### config.mk
export PLATFORM = sky130hd
export DESIGN_NAME = imap_translator
export DESIGN_NICKNAME = d
export VERILOG_FILES = /design/src/rtl/iamap_pkg.sv /design/src/rtl/iamap_regs.sv /design/src/rtl/iamap_xlate.sv /design/src/rtl/imap_translator.sv
export SDC_FILE = /design/constraint.sdc
export NUM_CORES = 1
export LEC_CHECK = 0
export ABC_AREA = 0
export BUFFER_PORTS_ARGS = -buffer_cell sky130_fd_sc_hd__buf_2
export CORE_UTILIZATION = 45
export DETAILED_ROUTE_END_ITERATION = 6
export PLACE_DENSITY = 0.7
export SYNTH_ARGS = -nofsm -noshare
export SYNTH_HDL_FRONTEND = slang
export SYNTH_SLANG_ARGS = --single-unit
### constraint.sdc
create_clock -name clk -period 17.28 [get_ports clk]
set_input_delay 3.456 -clock clk [delete_from_list [all_inputs] [get_ports clk]]
set_output_delay 3.456 -clock clk [all_outputs]
set_load 0.005 [all_outputs]
### src/rtl/iamap_pkg.sv
package iamap_pkg;

    localparam int          MAP_W      = 16;
    localparam int          SPACE_LSB  = 12;
    localparam int          SEG_W      = 7;
    localparam int          PA_W       = 32;
    localparam int          BASE_W     = 8;
    localparam logic [7:0]  BASE_UNI   = 8'h00;
    localparam logic [7:0]  BASE_INS   = 8'h01;
    localparam logic [15:0] MAP_ADDR0  = 16'hff00;
    localparam logic [15:0] DEF_MAP    = 16'h1000;

    typedef enum logic [1:0] {
        SP_UNIFIED = 2'b00,
        SP_ONCHIP  = 2'b01,
        SP_RSVD    = 2'b10,
        SP_TEST    = 2'b11
    } space_e;

    typedef struct packed {
        logic            fault;
        logic [PA_W-1:0] addr;
    } xlat_t;

    function automatic logic [MAP_W-1:0] legacy_map(input int idx);
        return (idx == 0) ? 16'h0000 : 16'h007f;
    endfunction

    function automatic logic [31:0] umin(input logic [31:0] a, input logic [31:0] b);
        return (a < b) ? a : b;
    endfunction

    function automatic logic [PA_W-1:0] base_of(input logic [7:0] b);
        return PA_W'(b) << (PA_W - BASE_W);
    endfunction

endpackage

### src/rtl/iamap_regs.sv
module iamap_regs
    import iamap_pkg::*;
#(
    parameter int NREG = 2
) (
    input  logic                       clk,
    input  logic                       rst,
    input  logic                       hard_boot,
    input  logic                       wr,
    input  logic [15:0]                addr,
    input  logic [MAP_W-1:0]           wdata,
    output logic [MAP_W-1:0]           rdata,
    output logic [NREG-1:0][MAP_W-1:0] maps
);

    logic [NREG-1:0] hit;

    for (genvar g = 0; g < NREG; g++) begin : g_map
        localparam logic [15:0] MY_ADDR = 16'(32'(MAP_ADDR0) + 2 * g);

        assign hit[g] = (addr == MY_ADDR);

        always_ff @(posedge clk) begin
            if (rst) begin
                maps[g] <= hard_boot ? legacy_map(g) : DEF_MAP;
            end else if (wr && hit[g]) begin
                maps[g] <= wdata;
            end
        end
    end

    always_comb begin
        rdata = '0;
        for (int i = 0; i < NREG; i++) begin
            if (hit[i]) rdata = maps[i];
        end
    end

endmodule

### src/rtl/iamap_xlate.sv
module iamap_xlate
    import iamap_pkg::*;
#(
    parameter int OFF_W   = 24,
    parameter int LEN_W   = 18,
    parameter int BLK_LG  = 17,
    parameter int NREG    = 2,
    parameter int TEST_LG = 11
) (
    input  logic [OFF_W-1:0]           off,
    input  logic [LEN_W-1:0]           len,
    input  logic [NREG-1:0][MAP_W-1:0] maps,
    output xlat_t                      res,
    output logic [LEN_W-1:0]           len_out
);

    localparam int           IDX_W      = (NREG > 1) ? $clog2(NREG) : 1;
    localparam longint       LIMIT      = longint'(NREG) << BLK_LG;
    localparam logic [31:0]  BLK_BYTES  = 32'd1 << BLK_LG;
    localparam logic [31:0]  TEST_BYTES = 32'd1 << TEST_LG;

    logic [BLK_LG-1:0] inblk;
    logic [IDX_W-1:0]  idx;
    logic              oor;
    logic [MAP_W-1:0]  sel;
    space_e            sp;
    logic [SEG_W-1:0]  seg;
    logic [31:0]       room_blk, room_test, clip_blk, clip_test;
    logic              unused_ok;

    assign inblk = off[BLK_LG-1:0];
    assign idx   = off[BLK_LG +: IDX_W];
    assign oor   = 64'(off) >= LIMIT;
    assign sel   = oor ? '0 : maps[idx];
    assign sp    = space_e'(sel[SPACE_LSB +: 2]);
    assign seg   = sel[SEG_W-1:0];

    assign unused_ok = &{1'b0, sel[MAP_W-1:SPACE_LSB+2], sel[SPACE_LSB-1:SEG_W]};

    assign room_blk  = BLK_BYTES - 32'(inblk);
    assign room_test = TEST_BYTES - 32'(inblk[TEST_LG-1:0]);
    assign clip_blk  = umin(32'(len), room_blk);
    assign clip_test = umin(clip_blk, room_test);

    always_comb begin
        res.fault = 1'b0;
        res.addr  = '0;
        len_out   = '0;
        if (oor) begin
            res.fault = 1'b1;
        end else begin
            unique case (sp)
                SP_UNIFIED: begin
                    res.addr = base_of(BASE_UNI) + (PA_W'(seg) << BLK_LG) + PA_W'(inblk);
                    len_out  = LEN_W'(clip_blk);
                end
                SP_ONCHIP: begin
                    res.addr = base_of(BASE_INS) + (PA_W'(idx) << BLK_LG) + PA_W'(inblk);
                    len_out  = LEN_W'(clip_blk);
                end
                SP_TEST: begin
                    res.addr = base_of(BASE_INS) + PA_W'(inblk[TEST_LG-1:0]);
                    len_out  = LEN_W'(clip_test);
                end
                default: begin
                    res.fault = 1'b1;
                end
            endcase
        end
    end

endmodule

### src/rtl/imap_translator.sv
module imap_translator
    import iamap_pkg::*;
#(
    parameter int OFF_W   = 24,
    parameter int LEN_W   = 18,
    parameter int BLK_LG  = 17,
    parameter int NREG    = 2,
    parameter int TEST_LG = 11
) (
    input  logic              clk,
    input  logic              rst,
    input  logic              hard_boot,
    input  logic              req_valid,
    input  logic [OFF_W-1:0]  req_off,
    input  logic [LEN_W-1:0]  req_len,
    input  logic              cfg_wr,
    input  logic [15:0]       cfg_addr,
    input  logic [15:0]       cfg_wdata,
    output logic [15:0]       cfg_rdata,
    output logic              rsp_valid,
    output logic              rsp_fault,
    output logic [PA_W-1:0]   rsp_addr,
    output logic [LEN_W-1:0]  rsp_len
);

    logic [NREG-1:0][MAP_W-1:0] maps;
    xlat_t                      nxt;
    logic [LEN_W-1:0]           nxt_len;

    iamap_regs #(.NREG(NREG)) i_regs (
        .clk       (clk),
        .rst       (rst),
        .hard_boot (hard_boot),
        .wr        (cfg_wr),
        .addr      (cfg_addr),
        .wdata     (cfg_wdata),
        .rdata     (cfg_rdata),
        .maps      (maps)
    );

    iamap_xlate #(
        .OFF_W   (OFF_W),
        .LEN_W   (LEN_W),
        .BLK_LG  (BLK_LG),
        .NREG    (NREG),
        .TEST_LG (TEST_LG)
    ) i_xlate (
        .off     (req_off),
        .len     (req_len),
        .maps    (maps),
        .res     (nxt),
        .len_out (nxt_len)
    );

    always_ff @(posedge clk) begin
        if (rst) begin
            rsp_valid <= 1'b0;
            rsp_fault <= 1'b0;
            rsp_addr  <= '0;
            rsp_len   <= '0;
        end else begin
            rsp_valid <= req_valid;
            if (req_valid) begin
                rsp_fault <= nxt.fault;
                rsp_addr  <= nxt.addr;
                rsp_len   <= nxt_len;
            end
        end
    end

endmodule

==> results by group, run 1 <==
Synth
  – Post-Synth Simple-Gate Area: 22.7%
  – Synth Area in XOR/XNOR: 2.57%
  – Mux contribution to synthesized area: 5.82%
  – Leading area contributor after synthesis: edfxtp_1
  – Post-Synth Adder-Cell Area: 7.87%
  – Compound-gate portion of the synthesized area: 16.8%
  – Mean Syn Cell Area: 9.28 um^2
  – Flops & latches, synth: 77
  – Syn Inst Count: approximately 510
  – Main combinational cell family by area after synthesis: simple AND/OR/NAND/NOR gates
  – Main synth FF type: dfxtp_1
  – Sequential share of the synthesized area: 39.0%
  – Top cell type's share of synthesized area: 20.1%
  – EDFF count, synth: 32
  – FFs w/ async S/R, synth: 0%
  – YS warnings: 0
  – Synth Cell Area: 0.00477 mm^2
  – Yosys cell types: 65
  – Synth area leaders: edfxtp_1, dfxtp_1, ha_1

Critical path
  – Crit-path leading delay family: simple AND/OR/NAND/NOR gates
  – Critical Path RT: 17.54 ns
  – Critical Path Source Type: input pin
  – Reg2Reg Setup Slack: 14.90 ns
  – Worst Path Buf+Inv: 2
  – Setup CP Type: input pin to flip-flop
  – Slowest cell on crit path: o41a_1
  – Crit path largest cell delay: 0.65 ns
  – Worst setup EP type: flip-flop
  – Crit-path cells: buf_2 > or4_1 > or3_4 > or4_1 > ha_1 > a211oi_1 > o21ai_0 > nor3_1 > o41a_1 > nor3_1 > a21oi_1 > inv_1 > ha_1 > a21oi_1 > o21ai_0 > or2_2 > a221oi_2 > nand4_1 > and4b_1 > a221o_1
  – Worst-path maximum fanout: 16
  – WP data arrival: 9.52 ns
  – Reg2reg start: i_regs.maps[29]
  – End of the worst register-to-register path: rsp_len[15]
  – R2R cell count: 6

Status
  – Status: completed

Floorplan
  – Initial cell density of the core: 46.4%
  – Die area: 0.0110 mm^2
  – # IOs: 147
  – Core area: 0.0103 mm^2
  – # rows: 37
  – Die W: 105 um
  – Die Ht: 105 um

Clock tree
  – Root Driver: clkbuf_8
  – CTS tree: built
  – CTS sink cnt: 77
  – H-tree levels: 3
  – CTS Hold Bufs: 0
  – Max clock buf depth: 2
  – Clock Latency Late Sink: 0.36 ns
  – Cts bufs inserted: 9
  – Post_cts resized: 0
  – Postcts setup bufs: 0
  – Reg clk slew, reported paths: 0.09 ns

Drt
  – DRT iter0 DRCs: 216
  – TritonRoute pass-1 iters: 5
  – Via density: about 5.5
  – Vias: 4287
  – Drt total wl: ~13 mm
  – Final ANT Viol Nets: 0
  – WL/cell: about 16 um
  – Residual DRC: 0

Timing
  – Achievable clock frequency: 0.108 GHz
  – RSZ-0062 raised after global routing: false
  – Final period utilization: between 50 and 60%
  – Slew HR: approximately 23%
  – Final Hold Fails: 0
  – Worst Skew: about 0.011 ns
  – Max Slew Vio Count: 0
  – Endpoints failing setup: 0
  – Setup TNS: 0 ns
  – Worst-margin pin slew: about 1.1 ns
  – Final min period: 9.27 ns

Final layout
  – Share of cells above drive strength 1: 27.8%
  – N_diodes: 0
  – Synth-to-layout area growth: 18.8%
  – Most common cell after layout, fill and taps aside: buf_2
  – Final #Nets: 748
  – Fin util: 55.1%
  – Commonest cells after routing, fill and taps aside: buf_2, nor2_1, dfxtp_1
  – Fillers: 981
  – Final std cells w/o fill: 780

Placement
  – Placer Congestion: approximately 0.84
  – Total placed cells including tap cells: ~760
  – HPWL after detailed placement: 9.45 mm
  – PortBufs: 139

Power and ir drop
  – Power Dens Cells: 69.4 mW/mm^2
  – VDD IR-drop max: about 0.000039 V
  – Leakage power: 2.56 nW
  – Power consumption: 0.393 mW

Global routing
  – Vias in the first global route: 4095
  – Global Route Usage Sum: 23.4%
  – Total congestion overflow: 0
  – Initial antenna violation count: 0
  – First-pass GRT wire length: roughly 20 mm
  – Largest net degree at the start of global routing: 59

Run
  – Max-cap violations: 0

Worst hold path
  – Worst Hold End: rsp_len[0]
  – Hold path depth: 2
  – Worst Hold Launch: rsp_len[0]
  – Worst min path class: flip-flop to flip-flop
## stage by stage
step	hold WS (ns)	cell area [um^2]	setup slack [ns]
3_3_place_gp	0.437	5500	7.96
2_1_floorplan	0.445	4790	8.81
6_report	0.462	5660	8.01
4_1_cts	0.466	5660	8.11
5_1_grt	0.494	5660	7.51
3_5_place_dp	0.454	5500	7.70
## sequential cells by signal, indices dropped and copies added (netlist names)
name         count
rsp_len         18
i_regs.maps     32
rsp_fault        1
rsp_addr        25
rsp_valid        1
## logic make-up after synthesis
kind of cell | Yosys count
AND/OR/NAND/NOR | 198
buffers and inverters | 52
XOR/XNOR | 14
other | 1
flip-flops | 77
AO/OA/AOI/OAI | 115
adder cells (fa/ha/maj) | 30
multiplexers | 27
## Yosys cell counts (all sizes together) (15+ instances only)
| master | count |
|---|---|
| nor2 | 56 |
| dfxtp | 45 |
| a21oi | 43 |
| nor2b | 43 |
| edfxtp | 32 |
| ha | 30 |
| nand2 | 28 |
| o21ai | 24 |
| mux2i | 21 |
| nor3 | 20 |
| inv | 19 |
| clkbuf | 18 |
| buf | 15 |
## layer usage
metal,wire [um],vias to the layer above,GRT usage [%]
li1,-,2094,-
met1,5660,2014,31.7
met2,5760,155,36.8
met3,914,24,4.62
met4,269,0,8.65
met5,0,-,0
## power breakdown
part / internal [mW] / total, mW / leakage (nW) / switching (mW)
clock network: 0.0510 / 0.121 / 0.0798 / 0.0701
registers: 0.197 / 0.199 / 0.672 / 0.00267
logic: 0.0284 / 0.0725 / 1.80 / 0.0441
## worst reg2reg max path: stages (launching register included)
cell,delay [ns]
edfxtp_1,0.42
mux2i_1,0.43
nand3_1,0.30
nand2_1,0.49
nand2b_1,0.20
a31oi_2,0.30
a22o_1,0.18
## final cells by class
class	instances	area [um^2]	area share, %
clock buffer	9	124	2.19
clock inverter	7	40.0	0.707
inverter	19	71.3	1.26
multi-input combinational	391	2690	47.4
sequential	77	1860	32.9
tap	136	170	3.00
timing repair buffer	141	711	12.5
## worst max-delay path by stage
stage               startpoint          end  slack [ns]  depth (start not counted)
floorplan           req_off[7]  rsp_len[11]        8.81                         20
global placement    req_off[7]  rsp_len[11]        7.96                         20
global route        req_off[7]  rsp_len[15]        7.51                         20
CTS                 req_off[7]  rsp_len[11]        8.11                         20
detailed placement  req_off[7]  rsp_len[11]        7.70                         20
finish              req_off[7]  rsp_len[11]        8.01                         20
No activity file was read; power rests on OpenSTA's default activity.
==> run 2: changes to the inputs <==
clock period = 9.1 ns   (was 17.28 ns; I/O delays follow)
==> run 2 against run 1 <==
Net effect: sequential power grew 90%; utilization grew 0.23 points; cell count is the same; sequential share of layout area shrank 0.14 points; global-route usage grew 0.15 points; register-to-register slack lost 8.2 ns; wire length grew 0.46%; hold slack lost 0.0063 ns; non-clock buffer count is the same; critical path depth is the same; die area is the same; flip-flop and latch count is the same; critical path type unchanged; highest routed layer unchanged.
==> results by group, run 2 (same netlist as run 1, synthesis figures left out) <==
Floorplan
  – Die W: 105 um
  – Core area: 0.0103 mm^2
  – # rows: 37
  – # IOs: between 100 and 150
  – Initial cell density of the core: approximately 46%
  – Die area: 0.0110 mm^2
  – Die Ht: around 100 um

Final layout
  – Largest Register: i_regs.maps
  – Largest registers: i_regs.maps: 32 flops, rsp_addr: 25 flops, rsp_len: 18 flops
  – Largest register FFs: 32
  – N_diodes: 0
  – Most common cell after layout, fill and taps aside: buf_2
  – Synth-to-layout area growth: 19.3%
  – Commonest cells after routing, fill and taps aside: buf_2, nor2_1, dfxtp_1
  – Share of cells above drive strength 1: 28.1%
  – Final #Nets: 748

Worst hold path
  – Worst min path class: flip-flop to flip-flop

Drt
  – TritonRoute pass-1 iters: 4
  – WL/cell: 16.2 um
  – Vias: 4315
  – Drt total wl: 12.7 mm
  – Residual DRC: 0
  – DRT iter0 DRCs: ~230
  – Via density: roughly 5.5
  – Final ANT Viol Nets: 0

Clock tree
  – Cts bufs inserted: 9
  – Postcts setup bufs: 0
  – CTS tree: built
  – CTS sink cnt: 77
  – H-tree levels: 3
  – Post_cts resized: 0
  – Reg clk slew, reported paths: about 0.09 ns
  – CTS Hold Bufs: 0
  – Clock Latency Late Sink: between 0.3 and 0.4 ns
  – Root Driver: clkbuf_8
  – Max clock buf depth: 2

Critical path
  – Reg2reg start: i_regs.maps[29]
  – Critical Path RT: 9.37 ns
  – CP Launch Point: req_off[7]
  – Critical Path Source Type: input pin
  – Worst setup EP type: flip-flop
  – Reg2Reg Setup Slack: about 6.7 ns
  – Crit-path leading delay family: simple AND/OR/NAND/NOR gates
  – Crit path largest cell delay: 0.65 ns
  – Setup CP Type: input pin to flip-flop
  – WP data arrival: 7.91 ns
  – R2R cell count: 6
  – Worst Path Buf+Inv: 2
  – Worst-path maximum fanout: 16
  – Setup crit end: rsp_len[11]
  – Slowest cell on crit path: o41a_1
  – Crit path depth: 20
  – Crit-path cells: buf_2 > or4_1 > or3_4 > or4_1 > ha_1 > a211oi_1 > o21ai_0 > nor3_1 > o41a_1 > nor3_1 > a21oi_1 > inv_1 > ha_1 > a21oi_1 > o21ai_0 > or2_2 > a221oi_2 > nand4_1 > and4b_1 > a221o_1
  – End of the worst register-to-register path: rsp_len[11]

Global routing
  – Largest net degree at the start of global routing: slightly below 60
  – Initial antenna violation count: 0
  – Vias in the first global route: 4087
  – First-pass GRT wire length: 20.4 mm
  – Global Route Usage Sum: 23.5%
  – Total congestion overflow: 0

Placement
  – Placer Congestion: 0.842
  – PortBufs: approximately 140
  – HPWL after detailed placement: 9.49 mm

Timing
  – Achievable clock frequency: approximately 0.13 GHz
  – Worst Skew: approximately 0.0083 ns
  – Setup TNS: 0 ns
  – Slew HR: 21.2%
  – Endpoints failing setup: 0
  – Final period utilization: 84.0%
  – Final min period: 7.65 ns
  – Worst-margin pin slew: 1.18 ns
  – Hold WS: 0.456 ns
  – RSZ-0062 raised after global routing: false
  – Max Slew Vio Count: 0
  – Final Hold Fails: 0

Power and ir drop
  – VDD IR-drop max: ~0.000083 V
  – Leakage power: ~2.6 nW
  – Power Dens Cells: ~140 mW/mm^2

Status
  – Status: completed

Run
  – Max-cap violations: 0
run 2: cell count changes in the layout (fill, tap and decap cells not counted):
cell	delta
bufinv_16	+1
clkinv_4	-1
clkinv_1	-2
clkinv_2	+2
run 2: how the worst min path moves through the flow:
stage / start / cells past startpoint / to / slack (ns)
after floorplan: rsp_len[0] / 2 / rsp_len[0] / 0.44
after global placement: rsp_len[0] / 2 / rsp_len[0] / 0.44
after detailed placement: rsp_len[0] / 2 / rsp_len[0] / 0.45
after CTS: rsp_len[0] / 2 / rsp_len[0] / 0.46
after global routing: rsp_len[16] / 2 / rsp_len[16] / 0.50
final: rsp_len[0] / 2 / rsp_len[0] / 0.46
run 2: tightest hold or removal path, delay by kind of cell, from the launching register on:
kind | cells | cell delay [ns]
flops | 1 | 0.31
simple gates | 1 | 0.05
compound gates | 1 | 0.05
run 2: layout make-up:
| type | instances | area, um^2 |
|---|---|---|
| clock inverter | 7 | 63.8 |
| fill | 968 | 4590 |
| tap | 136 | 170 |
| timing repair buffer | 141 | 711 |
| multi-input combinational | 391 | 2690 |
| inverter | 19 | 71.3 |
| clock buffer | 9 | 124 |
| sequential | 77 | 1860 |
run 2: per-layer routing:
metal | vias up | share of wire, % | track usage, %
met3 | 26 | 6.3 | 5.12
met4 | 0 | 1.9 | 8.15
met5 | - | 0 | 0
met2 | 157 | 46 | 36.7
met1 | 2032 | 46 | 32.1
li1 | 2100 | - | -
run 2: through the flow:
| step | cells | area (um^2) | power, mW | util [%] | worst slack (ns) |
|---|---|---|---|---|---|
| 2_1_floorplan | 520 | 4790 | 0.478 | - | 2.26 |
| 3_3_place_gp | 764 | 5500 | 0.518 | 53.5 | 1.41 |
| 3_5_place_dp | 764 | 5500 | 0.523 | 53.5 | 1.16 |
| 4_1_cts | 780 | 5690 | 0.776 | 55.3 | 1.56 |
| 5_1_grt | 780 | 5690 | 0.813 | 55.3 | 0.999 |
| 6_report | 780 | 5690 | 0.774 | 55.3 | 1.45 |
run 2: where the power goes:
group          total, mW  switching (mW)  leakage, nW  internal, mW
Combinational      0.138          0.0838         1.80        0.0539
Sequential         0.379         0.00504        0.672         0.374
Clock              0.257           0.133       0.0945         0.125
Total              0.774           0.222         2.57         0.552
